--- src/rtl/scanreg_pkg.sv ---
package scanreg_pkg;

    typedef enum logic [1:0] {
        OP_REST    = 2'd0,
        OP_CAPTURE = 2'd1,
        OP_SHIFT   = 2'd2,
        OP_CLASH   = 2'd3
    } scan_op_e;

endpackage

--- src/rtl/scanreg_logic.sv ---
module scanreg_logic #(
    parameter int K = 6,
    parameter int N = 3,
    parameter int M = 2
) (
    input  logic [K-1:0] cur_state,
    input  logic [N-1:0] pin_in,
    output logic [K-1:0] next_state,
    output logic [M-1:0] pin_out
);

    // Next state: rotate toward higher index, then XOR with inputs.
    for (genvar i = 0; i < K; i++) begin : g_next
        localparam int SRC = (i + K - 1) % K;
        localparam int XI  = i % N;
        assign next_state[i] = cur_state[SRC] ^ pin_in[XI];
    end

    // Outputs: parity of two neighbouring state bits and one input.
    for (genvar j = 0; j < M; j++) begin : g_out
        localparam int SA = j % K;
        localparam int SB = (j + 1) % K;
        localparam int XJ = j % N;
        assign pin_out[j] = cur_state[SA] ^ cur_state[SB] ^ pin_in[XJ];
    end

endmodule

--- src/rtl/scanreg_cell.sv ---
module scanreg_cell (
    input  logic clk,
    input  logic rst_n,
    input  logic func_d,
    input  logic func_load,
    input  logic chain_d,
    input  logic chain_load,
    output logic q
);

    // Two-port flip-flop: each data port is paired with its own strobe.
    always_ff @(posedge clk) begin
        if (!rst_n)
            q <= 1'b0;
        else if (func_load)
            q <= func_d;
        else if (chain_load)
            q <= chain_d;
    end

endmodule

--- src/rtl/scanreg_chain.sv ---
module scanreg_chain #(
    parameter int K = 6
) (
    input  logic         clk,
    input  logic         rst_n,
    input  logic [K-1:0] load_val,
    input  logic         cap_go,
    input  logic         shf_go,
    input  logic         ser_in,
    output logic [K-1:0] bits,
    output logic         ser_out
);

    logic [K-1:0] link;

    for (genvar i = 0; i < K; i++) begin : g_cell
        if (i == 0) begin : g_head
            assign link[i] = ser_in;
        end else begin : g_body
            assign link[i] = bits[i-1];
        end

        scanreg_cell u_cell (
            .clk        (clk),
            .rst_n      (rst_n),
            .func_d     (load_val[i]),
            .func_load  (cap_go),
            .chain_d    (link[i]),
            .chain_load (shf_go),
            .q          (bits[i])
        );
    end

    assign ser_out = bits[K-1];

    // a shift moves every bit one place along the chain.
    a_r2_chain_shift: assert property (@(posedge clk) disable iff (!rst_n)
        shf_go && !cap_go |=> bits == {$past(bits[K-2:0]), $past(ser_in)});

endmodule

--- src/rtl/scanreg_ctrl.sv ---
module scanreg_ctrl
    import scanreg_pkg::*;
(
    input  logic clk,
    input  logic rst_n,
    input  logic sck_req,
    input  logic tck_req,
    output logic cap_go,
    output logic shf_go,
    output logic clash
);

    scan_op_e op_q, op_d;

    always_comb begin
        op_d = op_q;
        unique case (op_q)
            OP_REST, OP_CAPTURE, OP_SHIFT: begin
                if (sck_req && tck_req)
                    op_d = OP_CLASH;
                else if (sck_req)
                    op_d = OP_CAPTURE;
                else if (tck_req)
                    op_d = OP_SHIFT;
                else
                    op_d = OP_REST;
            end
            OP_CLASH: op_d = OP_CLASH;
        endcase
    end

    always_ff @(posedge clk) begin
        if (!rst_n)
            op_q <= OP_REST;
        else
            op_q <= op_d;
    end

    always_comb begin
        cap_go = sck_req && !tck_req;
        shf_go = tck_req && !sck_req;
        clash  = (op_q == OP_CLASH);
    end

    // the error flag rises only after a cycle with both strobes.
    a_r7_clash_cause: assert property (@(posedge clk) disable iff (!rst_n)
        $rose(clash) |-> $past(sck_req && tck_req));
    // the error flag is sticky until reset.
    a_r7_clash_sticky: assert property (@(posedge clk) disable iff (!rst_n)
        clash |=> clash);
    // at most one data port loads in any cycle.
    a_r7_one_port: assert property (@(posedge clk) disable iff (!rst_n)
        !(cap_go && shf_go));

endmodule

--- src/rtl/scanpath_reg.sv ---
module scanpath_reg #(
    parameter int K = 6,
    parameter int N = 3,
    parameter int M = 2
) (
    input  logic         clk,
    input  logic         rst_n,
    input  logic         sck_en,
    input  logic         tck_en,
    input  logic         sdi,
    input  logic [N-1:0] x_in,
    output logic [M-1:0] z_out,
    output logic         sdo,
    output logic         clash_err
);

    logic         cap_go, shf_go;
    logic [K-1:0] state_q, state_nx;

    scanreg_ctrl u_ctrl (
        .clk     (clk),
        .rst_n   (rst_n),
        .sck_req (sck_en),
        .tck_req (tck_en),
        .cap_go  (cap_go),
        .shf_go  (shf_go),
        .clash   (clash_err)
    );

    scanreg_logic #(.K(K), .N(N), .M(M)) u_logic (
        .cur_state  (state_q),
        .pin_in     (x_in),
        .next_state (state_nx),
        .pin_out    (z_out)
    );

    scanreg_chain #(.K(K)) u_chain (
        .clk      (clk),
        .rst_n    (rst_n),
        .load_val (state_nx),
        .cap_go   (cap_go),
        .shf_go   (shf_go),
        .ser_in   (sdi),
        .bits     (state_q),
        .ser_out  (sdo)
    );

    // a functional strobe stores the next-state vector.
    a_r3_capture: assert property (@(posedge clk) disable iff (!rst_n)
        sck_en && !tck_en |=> state_q == $past(state_nx));
    // no strobe, no change.
    a_r6_hold: assert property (@(posedge clk) disable iff (!rst_n)
        !sck_en && !tck_en |=> $stable(state_q));
    // a clash cycle holds the state and raises the flag.
    a_r7_clash_hold: assert property (@(posedge clk) disable iff (!rst_n)
        sck_en && tck_en |=> $stable(state_q) && clash_err);
    // serial output follows the last state bit.
    a_r2_sdo_tail: assert property (@(posedge clk) disable iff (!rst_n)
        sdo == state_q[K-1]);

endmodule

--- config.mk ---
export PLATFORM = sky130hd
export DESIGN_NAME = scanpath_reg
export DESIGN_NICKNAME = d
export VERILOG_FILES = /design/src/rtl/scanreg_pkg.sv /design/src/rtl/scanreg_logic.sv /design/src/rtl/scanreg_cell.sv /design/src/rtl/scanreg_chain.sv /design/src/rtl/scanreg_ctrl.sv /design/src/rtl/scanpath_reg.sv
export SDC_FILE = /design/constraint.sdc
export NUM_CORES = 1
export LEC_CHECK = 0
export ABC_AREA = 1
export BUFFER_PORTS_ARGS = -buffer_cell sky130_fd_sc_hd__buf_4
export CORE_AREA = 2 2 39 41
export DETAILED_ROUTE_END_ITERATION = 7
export DIE_AREA = 0 0 41 43
export SLEW_MARGIN = 5
export SYNTH_ARGS = -nofsm -noshare
export SYNTH_HDL_FRONTEND = slang
export SYNTH_SLANG_ARGS = --single-unit
--- constraint.sdc ---
create_clock -name clk -period 0.8 [get_ports clk]
set_input_delay 0.08 -clock clk [delete_from_list [all_inputs] [get_ports clk]]
set_output_delay 0.08 -clock clk [all_outputs]
set_load 0.03 [all_outputs]
==> run metrics, run 1 <==
Final Core Density between 60 and 70%; DPL Wire Length between 800 and 900 um; number of storage elements in the synthesis netlist 8; Layout Area Growth over Synthesis 82.7%; iteration count of the initial detailed-routing pass 4; library cell used as clock root buffer clkbuf_4; buffer levels on the longest clock path 2; count of mapped cells out of synthesis 73; RSZ-0062 raised after global routing yes; final routed DRC violation total 0; clock network latency to the later pin of the worst-skew pair 0.26 ns; largest fanout on the critical path 4; fraction of final layout cells with drive strength greater than 1 a little over 60%; Detail Route Antenna Nets 0; first element of the critical path u_chain.g_cell[1].u_cell.q; Worst setup EP type output pin; critical path data arrival time around 1.1 ns; Setup Skew 0.00338 ns; Cell Area, Synth 490 um^2; clock tree from TritonCTS done; 1st-iter DRT viols 14; post-route setup slack -0.397 ns; final setup violation count 7; Critical R2R Launch u_chain.g_cell[1].u_cell.q; core region area about 1400 um^2; measured slew at the worst slew-check pin 0.217 ns; vertical extent of the die roughly 43 um; result of the run finished with violations; Core Rows 14; quantity of hold-fixing buffers added after cts 0; diodes inserted 0; maximum number of pins on one net before global-route repair 12; Die Area 1760 um^2; Vias per Instance between 4 and 5; total grt overflow 0; Die Span X approximately 41 um; kind of start point of the critical path flop; Leakage Power a little over 0.4 nW; Relative slew margins 85.5%; peak clock frequency supported by timing between 800 and 900 MHz; synthesized netlist net count 84; final weighted congestion of routability-driven global placement approximately 0.74; time the worst path needs with I/O delays and setup between 1 and 1.5 ns; detailed-route wire length per cell ~12 um; Avg Inst Size Synth about 6.7 um^2; count of synthesis-stage warnings from yosys 0; startpoint-to-endpoint class of the critical path flop to output pin; most common cell after layout, fill and taps aside buf_4; violations in the final reports setup timing; areal power density over the cells between 1500 and 2000 nW/um^2; Final Hold Violating Endpoints 0; number of clock buffers inserted by TritonCTS 3; type of the worst min-delay path input port to flop; Hold Startpoint rst_n; clock tree sinks 8; sequential element share of the synthesized area between 30% and 40%; # H-tree levels 1; initial core utilization between 30% and 40%; routed wire length about 1400 um; Synth cell types 14; Port Buf Inserts 11; Top Ports 12; vias in the first global route 517; first-pass GRT wire length 2100 um; post-route clock period utilization 150%; Filler Cell Count between 100 and 150; leading cell types in the layout, fill and taps excluded 17 x buf_4, 9 x nand2_2, 9 x nand2_1, 8 x buf_6, 7 x inv_1; setup TNS after final layout -1.38 ns; data required time of the worst path between 0.7 and 0.8 ns; initial antenna violation count 0; Worst Reg2Reg Path Length in Cells 8; net count of the finished layout around 110; GRT Util Overall between 10% and 20%; worst slack at placement -0.233 ns; Maximum Capacitance Violations 0; Hold Crit Depth 3; total via count in the routed design roughly 570; CTS clock-pin slew for the worst setup and hold paths 0.05 ns; Worst VDD drop around 0.84 mV; Slew Viols, Final 0
-- registers in the layout, summed over array words and instances (netlist names) --
signal                   cells
u_chain.g_cell.u_cell.q      6
u_ctrl.op_q                  2
-- worst paths after layout --
path                                     end  slack, ns
setup reg to reg  u_chain.g_cell[2].u_cell.q      -0.36
hold reg to reg   u_chain.g_cell[5].u_cell.q       0.55
hold / removal    u_chain.g_cell[0].u_cell.q       0.09
setup / recovery                    z_out[1]      -0.40
-- critical path: stages, from the launching register on --
cell and delay (ns):
dfxtp_4 0.37, inv_6 0.08, nand2_4 0.05, nand2_4 0.07, xor2_4 0.15, buf_6 0.15
-- routing by layer --
| metal | wire length [um] | part of all wire (%) | track usage, % |
|---|---|---|---|
| met1 | 511 | 37 | 18.9 |
| met2 | 773 | 56 | 30.6 |
| met3 | 61 | 4.4 | 7.85 |
| met4 | 43 | 3.1 | 6.00 |
| met5 | 0 | 0 | 0 |
-- cell usage after synthesis --
cell type | number | area share (%)
nor2_1 | 2 | 1.5
ha_1 | 3 | 7.7
a21oi_1 | 8 | 8.2
inv_1 | 12 | 9.2
xor2_1 | 2 | 3.6
nand3_1 | 6 | 6.1
o21ai_0 | 2 | 2.0
a21oi_2 | 1 | 1.8
inv_2 | 1 | 0.76
nand2_2 | 2 | 2.6
nand2_1 | 20 | 15
dfxtp_1 | 8 | 33
o21ai_1 | 4 | 4.1
buf_6 | 2 | 4.6
-- repair_timing --
action / 4_1_cts / 5_1_grt
pin swaps: 7 / 4
gates resized for setup: 26 / 16
gates cloned: 0 / 1
endpoints found under the hold margin: 0 / 0
setup buffers: 8 / 3
setup endpoints to repair: 6 / 10
-- final cells by class --
type	count	area (um^2)	area share [%]
Clock buffer	3	22.5	2.51
Inverter	13	60.1	6.70
Multi-Input combinational cell	50	373	41.6
Sequential cell	8	178	19.8
Tap cell	16	20.0	2.23
Timing Repair Buffer	26	238	26.5
Timing Repair inverter	1	5.00	0.559
-- through the flow --
| stage | cell area (um^2) | cells | total power [mW] | hold WS (ns) |
|---|---|---|---|---|
| floorplan | 551 | 73 | 0.762 | 0.212 |
| global placement | 703 | 106 | 0.929 | 0.374 |
| detailed placement | 703 | 106 | 0.935 | 0.377 |
| CTS | 853 | 116 | 1.39 | 0.0780 |
| global route | 896 | 117 | 1.52 | 0.0859 |
| finish | 896 | 117 | 1.43 | 0.0947 |
-- report_power, final --
part           total [mW]  internal [mW]  leakage [nW]  switching, mW
sequential          0.494          0.444        0.0694         0.0501
combinational       0.619          0.308         0.330          0.311
clock               0.313          0.172        0.0138          0.141
-- cell families after synthesis --
family | synth area share (%)
AND/OR/NAND/NOR | 25.5
adder cells (fa/ha/maj) | 7.65
buffers and inverters | 14.5
flip-flops | 32.7
AO/OA/AOI/OAI | 16.1
XOR/XNOR | 3.57
Note: power is estimated with default switching activity, not from simulation.
==> run 2: changes to the inputs <==
--- a/config.mk
+++ b/config.mk
@@ -5,12 +5,12 @@
 export SDC_FILE = /design/constraint.sdc
 export NUM_CORES = 1
 export LEC_CHECK = 0
-export ABC_AREA = 1
+export ABC_AREA = 0
 export BUFFER_PORTS_ARGS = -buffer_cell sky130_fd_sc_hd__buf_4
 export CORE_AREA = 2 2 39 41
 export DETAILED_ROUTE_END_ITERATION = 7
 export DIE_AREA = 0 0 41 43
-export SLEW_MARGIN = 5
+export SLEW_MARGIN = 10
 export SYNTH_ARGS = -nofsm -noshare
 export SYNTH_HDL_FRONTEND = slang
 export SYNTH_SLANG_ARGS = --single-unit
==> run 2 against run 1 <==
  * The flow still finishes with violations (setup timing)
  * Combinational power fell by 12%
  * Routed wire length fell by 20%
  * Synthesized cell count fell by 38%
  * Critical path depth fell by 2
  * Non-clock buffer count fell by 4
  * Register-to-register slack improved by 0.17 ns
  * Sequential power fell by 2%
  * Via count fell by 22%
  * Highest routed layer unchanged
  * Clock-buffer cell count did not move
  * Clock skew rose by 0.0060 ns
  * Sequential share of layout area rose by 2.0 points
==> run metrics, run 2 <==
result of the run finished with violations; violations in the final reports setup timing; vias in the first global route 408 (-21%); peak clock frequency supported by timing 887 MHz (+6.2%); final weighted congestion of routability-driven global placement 0.733 (-0.96%); clock tree from TritonCTS done; async set-reset flop share out of synthesis 0% (unchanged); Synth cell types 18 (+4); Yosys top cell by area dfxtp_1; routed wire length 1120 um (-20%); combined flip-flop and latch cell area 176 um^2 (-0.70%); largest cells by area after synthesis dfxtp_1 33%, o2111a_1 12%, nand4b_1 9.0%, xnor2_1 9.0%, ha_1 7.7%; DPL Wire Length 773 um (-6.9%); final std cell area, no fill 808 um^2 (-9.8%); areal power density over the cells 1680 nW/um^2 (+5.4%); registers with the most flip-flops u_chain.g_cell.u_cell.q (6), u_ctrl.op_q (2); RSZ-0062 raised after global routing yes; Worst setup EP type output pin; Final Hold Violating Endpoints 0 (unchanged); Slew Viols, Final 0 (unchanged); count of synthesis-stage warnings from yosys 0 (unchanged); first-pass GRT wire length 1770 um (-16%); number of storage elements in the synthesis netlist 8 (unchanged); net count of the finished layout 80 (-30%); Worst Reg2Reg Path Length in Cells 3 (-5); type of the worst min-delay path input port to flop; library cell used as clock root buffer clkbuf_4; post-route setup slack -0.327 ns (+0.0694 ns); Setup Skew 0.00936 ns (+0.00598 ns); GRT Util Overall 14.9% (-3.3 points); Die Span X 41 um (unchanged); Top Ports 12 (unchanged); Reg with most FFs u_chain.g_cell.u_cell.q; most common cell after layout, fill and taps aside buf_4; clock tree sinks 8 (unchanged); number of flip-flops under the largest register name 6 (unchanged); Hold Crit Depth 3 (unchanged); critical path data arrival time 1.05 ns (-0.07 ns); number of clock buffers inserted by TritonCTS 3 (unchanged); clock network latency to the later pin of the worst-skew pair 0.26 ns (about the same); diodes inserted 0 (unchanged); Avg Inst Size Synth 10.8 um^2 (+61%); cell with the most instances after synthesis dfxtp_1; worst slack at placement -0.281 ns (-0.0481 ns); detailed-route wire length per cell 13.4 um (+13%); Detail Route Antenna Nets 0 (unchanged); final routed DRC violation total 0 (unchanged); leading cell types in the layout, fill and taps excluded 15 x buf_4, 7 x buf_6, 5 x nand4b_1, 5 x o2111a_1, 4 x dfxtp_2; Leakage Power 0.337 nW (-18%); Placement Cell Area 697 um^2 (-0.89%); largest fanout on the critical path 3 (-1); initial antenna violation count 0 (unchanged); sequential element share of the synthesized area 32.8% (+0.17 points); kind of start point of the critical path flop; final setup violation count 7 (unchanged); quantity of hold-fixing buffers added after cts 0 (unchanged); Relative slew margins 86.9% (+1.4 points); CTS clock-pin slew for the worst setup and hold paths 0.06 ns (about the same); fraction of final layout cells with drive strength greater than 1 67.2% (+4.8 points); Maximum Capacitance Violations 0 (unchanged); Final Core Density 58.4% (-6.3 points); initial core utilization 35.3% (-0.18 points); total grt overflow 0 (unchanged); Filler Cell Count 128 (+1.6%); measured slew at the worst slew-check pin 0.196 ns (-0.0204 ns); top-area cell type share of the netlist area 32.8% (+0.17 points); Cell Area, Synth 488 um^2 (-0.51%); post-route clock period utilization 141% (-8.7 points); core region area 1380 um^2 (unchanged); vertical extent of the die 43 um (unchanged); Die Area 1760 um^2 (unchanged); iteration count of the initial detailed-routing pass 3 (-1); setup slack on the worst flop-to-flop path -0.19 ns (+0.17 ns); maximum number of pins on one net before global-route repair 13 (+1); top post-synthesis cells by count 8 x dfxtp_1, 5 x nand4b_1, 5 x o2111a_1, 5 x xnor2_1; total area of multi-input combinational cells 369 um^2 (-1.0%); total design power 1.36 mW (-4.9%); time the worst path needs with I/O delays and setup 1.13 ns (-0.0694 ns); leading register cell type out of synthesis dfxtp_1; synthesized netlist net count 56 (-33%); Worst VDD drop 0.765 mV (-8.4%); data required time of the worst path 0.72 ns (about the same); Layout Area Growth over Synthesis 65.6%; buffer levels on the longest clock path 2 (unchanged); # H-tree levels 1 (unchanged); count of flip-flops with a built-in enable after synthesis 0 (unchanged); startpoint-to-endpoint class of the critical path flop to output pin; total via count in the routed design 444 (-22%); Port Buf Inserts 11 (unchanged); Vias per Instance 5.35 (+10%); Core Rows 14 (unchanged); 1st-iter DRT viols 3 (-11); count of mapped cells out of synthesis 45 (-38%)
-- run 2: repair_timing --
item,in CTS,in global routing
pin swaps,4,6
resized for setup,10,10
buffers inserted,1,2
setup endpoints to repair,8,11
-- run 2: cells by family (layout without fill, tap and decap cells) --
| group | count (synthesis) | in the layout | share of synthesized area, % |
|---|---|---|---|
| compound gates | 14 | 14 | 27.4 |
| simple gates | 9 | 9 | 15.1 |
| flops | 8 | 8 | 32.8 |
| buf+inv | 6 | 28 | 7.95 |
| xor+xnor | 5 | 5 | 8.97 |
| fa+ha+maj | 3 | 3 | 7.69 |
-- run 2: path summary, 6_finish.rpt --
path / start / endpoint
max: u_chain.g_cell[1].u_cell.q / z_out[0]
min: sdi / u_chain.g_cell[0].u_cell.q
max reg2reg: u_chain.g_cell[2].u_cell.q / u_chain.g_cell[3].u_cell.q
min reg2reg: u_chain.g_cell[4].u_cell.q / u_chain.g_cell[4].u_cell.q
-- run 2: report_power, final --
part           total, mW  internal [mW]  switching (mW)  leakage [nW]
clock              0.327          0.173           0.154        0.0138
combinational      0.543          0.312           0.231         0.254
sequential         0.486          0.445          0.0414        0.0694
-- run 2: per-stage QoR --
step	hold WS (ns)	setup TNS, ns	instances
floorplan	0.204	-0.671	45
global placement	0.372	-1.97	77
detailed placement	0.379	-2.01	77
CTS	0.106	-1.23	81
global route	0.114	-1.56	83
finish	0.102	-1.30	83
-- run 2: layout make-up --
| type | count | area share, % |
|---|---|---|
| Multi-Input combinational cell | 31 | 45.7 |
| Tap cell | 16 | 2.48 |
| Sequential cell | 8 | 21.8 |
| Inverter | 3 | 3.56 |
| Timing Repair Buffer | 22 | 23.7 |
| Clock buffer | 3 | 2.79 |
-- run 2: critical path: stages (launching register included) --
cell     delay, ns
dfxtp_4       0.36
xnor2_4       0.14
xnor2_2       0.13
buf_6         0.15
-- run 2: per-layer routing --
metal	global-route usage, %	up-vias	share of wire [%]
li1	-	222	-
met1	21.0	211	51
met2	19.4	9	43
met3	4.71	2	4.8
met4	8.00	0	0.99
met5	0	-	0
==> run 3: changes to the inputs <==
--- a/config.mk
+++ b/config.mk
@@ -10,6 +10,7 @@
 export CORE_AREA = 2 2 39 41
 export DETAILED_ROUTE_END_ITERATION = 7
 export DIE_AREA = 0 0 41 43
+export PLACE_DENSITY = 0.73
 export SLEW_MARGIN = 10
 export SYNTH_ARGS = -nofsm -noshare
 export SYNTH_HDL_FRONTEND = slang
==> run 3 against run 2 <==
  * The flow still finishes with violations (setup timing)
  * First-iteration DRC count up 100%
  * Clock skew is 0.0077 ns lower
  * Worst setup slack better by 0.0048 ns
  * Cell area is 4.5% lower
  * Maximum frequency grew 0.43%
  * Cell count is 4.8% lower
==> run metrics, run 3 (synthesis results as in run 2) <==
result of the run finished with violations; violations in the final reports setup timing; final weighted congestion of routability-driven global placement 0.750 (+2.4%); Final Hold Violating Endpoints 0 (unchanged); Reg with most FFs u_chain.g_cell.u_cell.q; measured slew at the worst slew-check pin 0.168 ns (-0.0281 ns); total via count in the routed design 444 (unchanged); initial core utilization 35.3% (unchanged); most common cell after layout, fill and taps aside buf_4; clock tree sinks 8 (unchanged); registers with the most flip-flops u_chain.g_cell.u_cell.q (6), u_ctrl.op_q (2); startpoint-to-endpoint class of the critical path flop to output pin; Die Span X 41 um (unchanged); DPL Wire Length 753 um (-2.7%); final setup violation count 7 (unchanged); Worst VDD drop 0.658 mV (-14%); Relative slew margins 88.7% (+1.8 points); time the worst path needs with I/O delays and setup 1.12 ns (-0.00484 ns); first-pass GRT wire length 1540 um (-13%); largest fanout on the critical path 4 (+1); post-route setup slack -0.323 ns (+0.00484 ns); iteration count of the initial detailed-routing pass 4 (+1); critical path data arrival time 1.04 ns (about the same); Core Rows 14 (unchanged); Final Core Density 55.8% (-2.6 points); post-route clock period utilization 140% (-0.60 points); Detail Route Antenna Nets 0 (unchanged); CTS clock-pin slew for the worst setup and hold paths 0.06 ns (about the same); Top Ports 12 (unchanged); clock network latency to the later pin of the worst-skew pair 0.25 ns (about the same); Placed Cells 73 (-5.2%); GRT Util Overall 13.1% (-1.8 points); maximum number of pins on one net before global-route repair 12 (-1); Die Area 1760 um^2 (unchanged); net count of the finished layout 76 (-5.0%); Cell Count, Final, Fillers Out 79 (-4.8%); leading cell types in the layout, fill and taps excluded 10 x buf_4, 8 x buf_6, 7 x dfxtp_2, 5 x nand4b_1, 5 x o2111a_1; vias in the first global route 380 (-6.9%); Worst setup EP type output pin; peak clock frequency supported by timing 891 MHz (+0.43%); core region area 1380 um^2 (unchanged); final routed DRC violation total 0 (unchanged); diodes inserted 0 (unchanged); number of flip-flops under the largest register name 6 (unchanged); Layout Area Growth over Synthesis 58.2%; fraction of final layout cells with drive strength greater than 1 66.7% (-0.50 points); library cell used as clock root buffer clkbuf_4; total grt overflow 0 (unchanged); detailed-route wire length per cell 13.0 um (-3.5%); RSZ-0062 raised after global routing yes; clock tree from TritonCTS done; Filler Cell Count 114 (-11%); Placement Cell Area 667 um^2 (-4.3%); Vias per Instance 5.62 (+5.1%); type of the worst min-delay path input port to flop; Maximum Capacitance Violations 0 (unchanged); vertical extent of the die 43 um (unchanged); routed wire length 1020 um (-8.2%); number of clock buffers inserted by TritonCTS 3 (unchanged); buffer levels on the longest clock path 2 (unchanged); final std cell area, no fill 772 um^2 (-4.5%); areal power density over the cells 1710 nW/um^2 (+1.7%); Slew Viols, Final 0 (unchanged); quantity of hold-fixing buffers added after cts 0 (unchanged); Setup Skew 0.00171 ns (-0.00766 ns); # H-tree levels 1 (unchanged); initial antenna violation count 0 (unchanged); Leakage Power 0.318 nW (-5.6%); 1st-iter DRT viols 6 (+3); data required time of the worst path 0.72 ns (about the same); kind of start point of the critical path flop; Port Buf Inserts 11 (unchanged)
run 3: worst paths after layout:
| check | cells past startpoint | start | to | slack (ns) |
|---|---|---|---|---|
| worst min register to register | 2 | u_chain.g_cell[0].u_cell.q | u_chain.g_cell[0].u_cell.q | 0.55 |
| worst max-delay path | 3 | u_chain.g_cell[1].u_cell.q | z_out[0] | -0.32 |
| worst min-delay path | 2 | rst_n | u_ctrl.op_q[1] | 0.11 |
| worst max register to register | 3 | u_chain.g_cell[2].u_cell.q | u_chain.g_cell[3].u_cell.q | -0.17 |
run 3: metal layers:
metal / wire (um) / vias up / GRT usage, %
met1: 417 / 214 / 14.6
met2: 539 / 13 / 20.3
met5: 0 / - / 0
met4: 14 / 0 / 9.33
li1: - / 215 / -
met3: 51 / 2 / 3.14
run 3: timing repair:
| action | CTS | global route |
|---|---|---|
| pin swaps | 5 | 4 |
| endpoints found under the setup margin | 9 | 9 |
| gates resized for setup | 14 | 4 |
| setup buffers | 3 | 0 |
| gates cloned | 0 | 0 |
run 3: final cells by class:
type / instances / area, um^2 / area share, %
Multi-Input combinational cell: 31 / 365 / 47.3
Tap cell: 16 / 20.0 / 2.59
Timing Repair Buffer: 18 / 165 / 21.4
Inverter: 3 / 26.3 / 3.40
Sequential cell: 8 / 173 / 22.4
Clock buffer: 3 / 22.5 / 2.92
run 3: power breakdown:
part / leakage (nW) / total (mW) / switching (mW) / internal (mW)
Clock: 0.0138 / 0.312 / 0.140 / 0.172
Combinational: 0.236 / 0.517 / 0.224 / 0.293
Sequential: 0.0691 / 0.487 / 0.0405 / 0.447
Total: 0.318 / 1.32 / 0.405 / 0.912
run 3: per-stage QoR:
step,setup slack [ns],hold WS (ns),setup TNS (ns),total power [mW]
6_report,-0.323,0.114,-0.979,1.32
5_1_grt,-0.376,0.114,-1.22,1.38
4_1_cts,-0.352,0.114,-1.11,1.32
3_5_place_dp,-0.293,0.386,-1.99,0.925
3_3_place_gp,-0.281,0.378,-1.85,0.916
2_1_floorplan,-0.128,0.204,-0.671,0.785
run 3: worst max-delay path, cell delays in order (launching register included):
cell	delay [ns]
dfxtp_2	0.34
xnor2_2	0.17
xnor2_2	0.13
buf_6	0.15
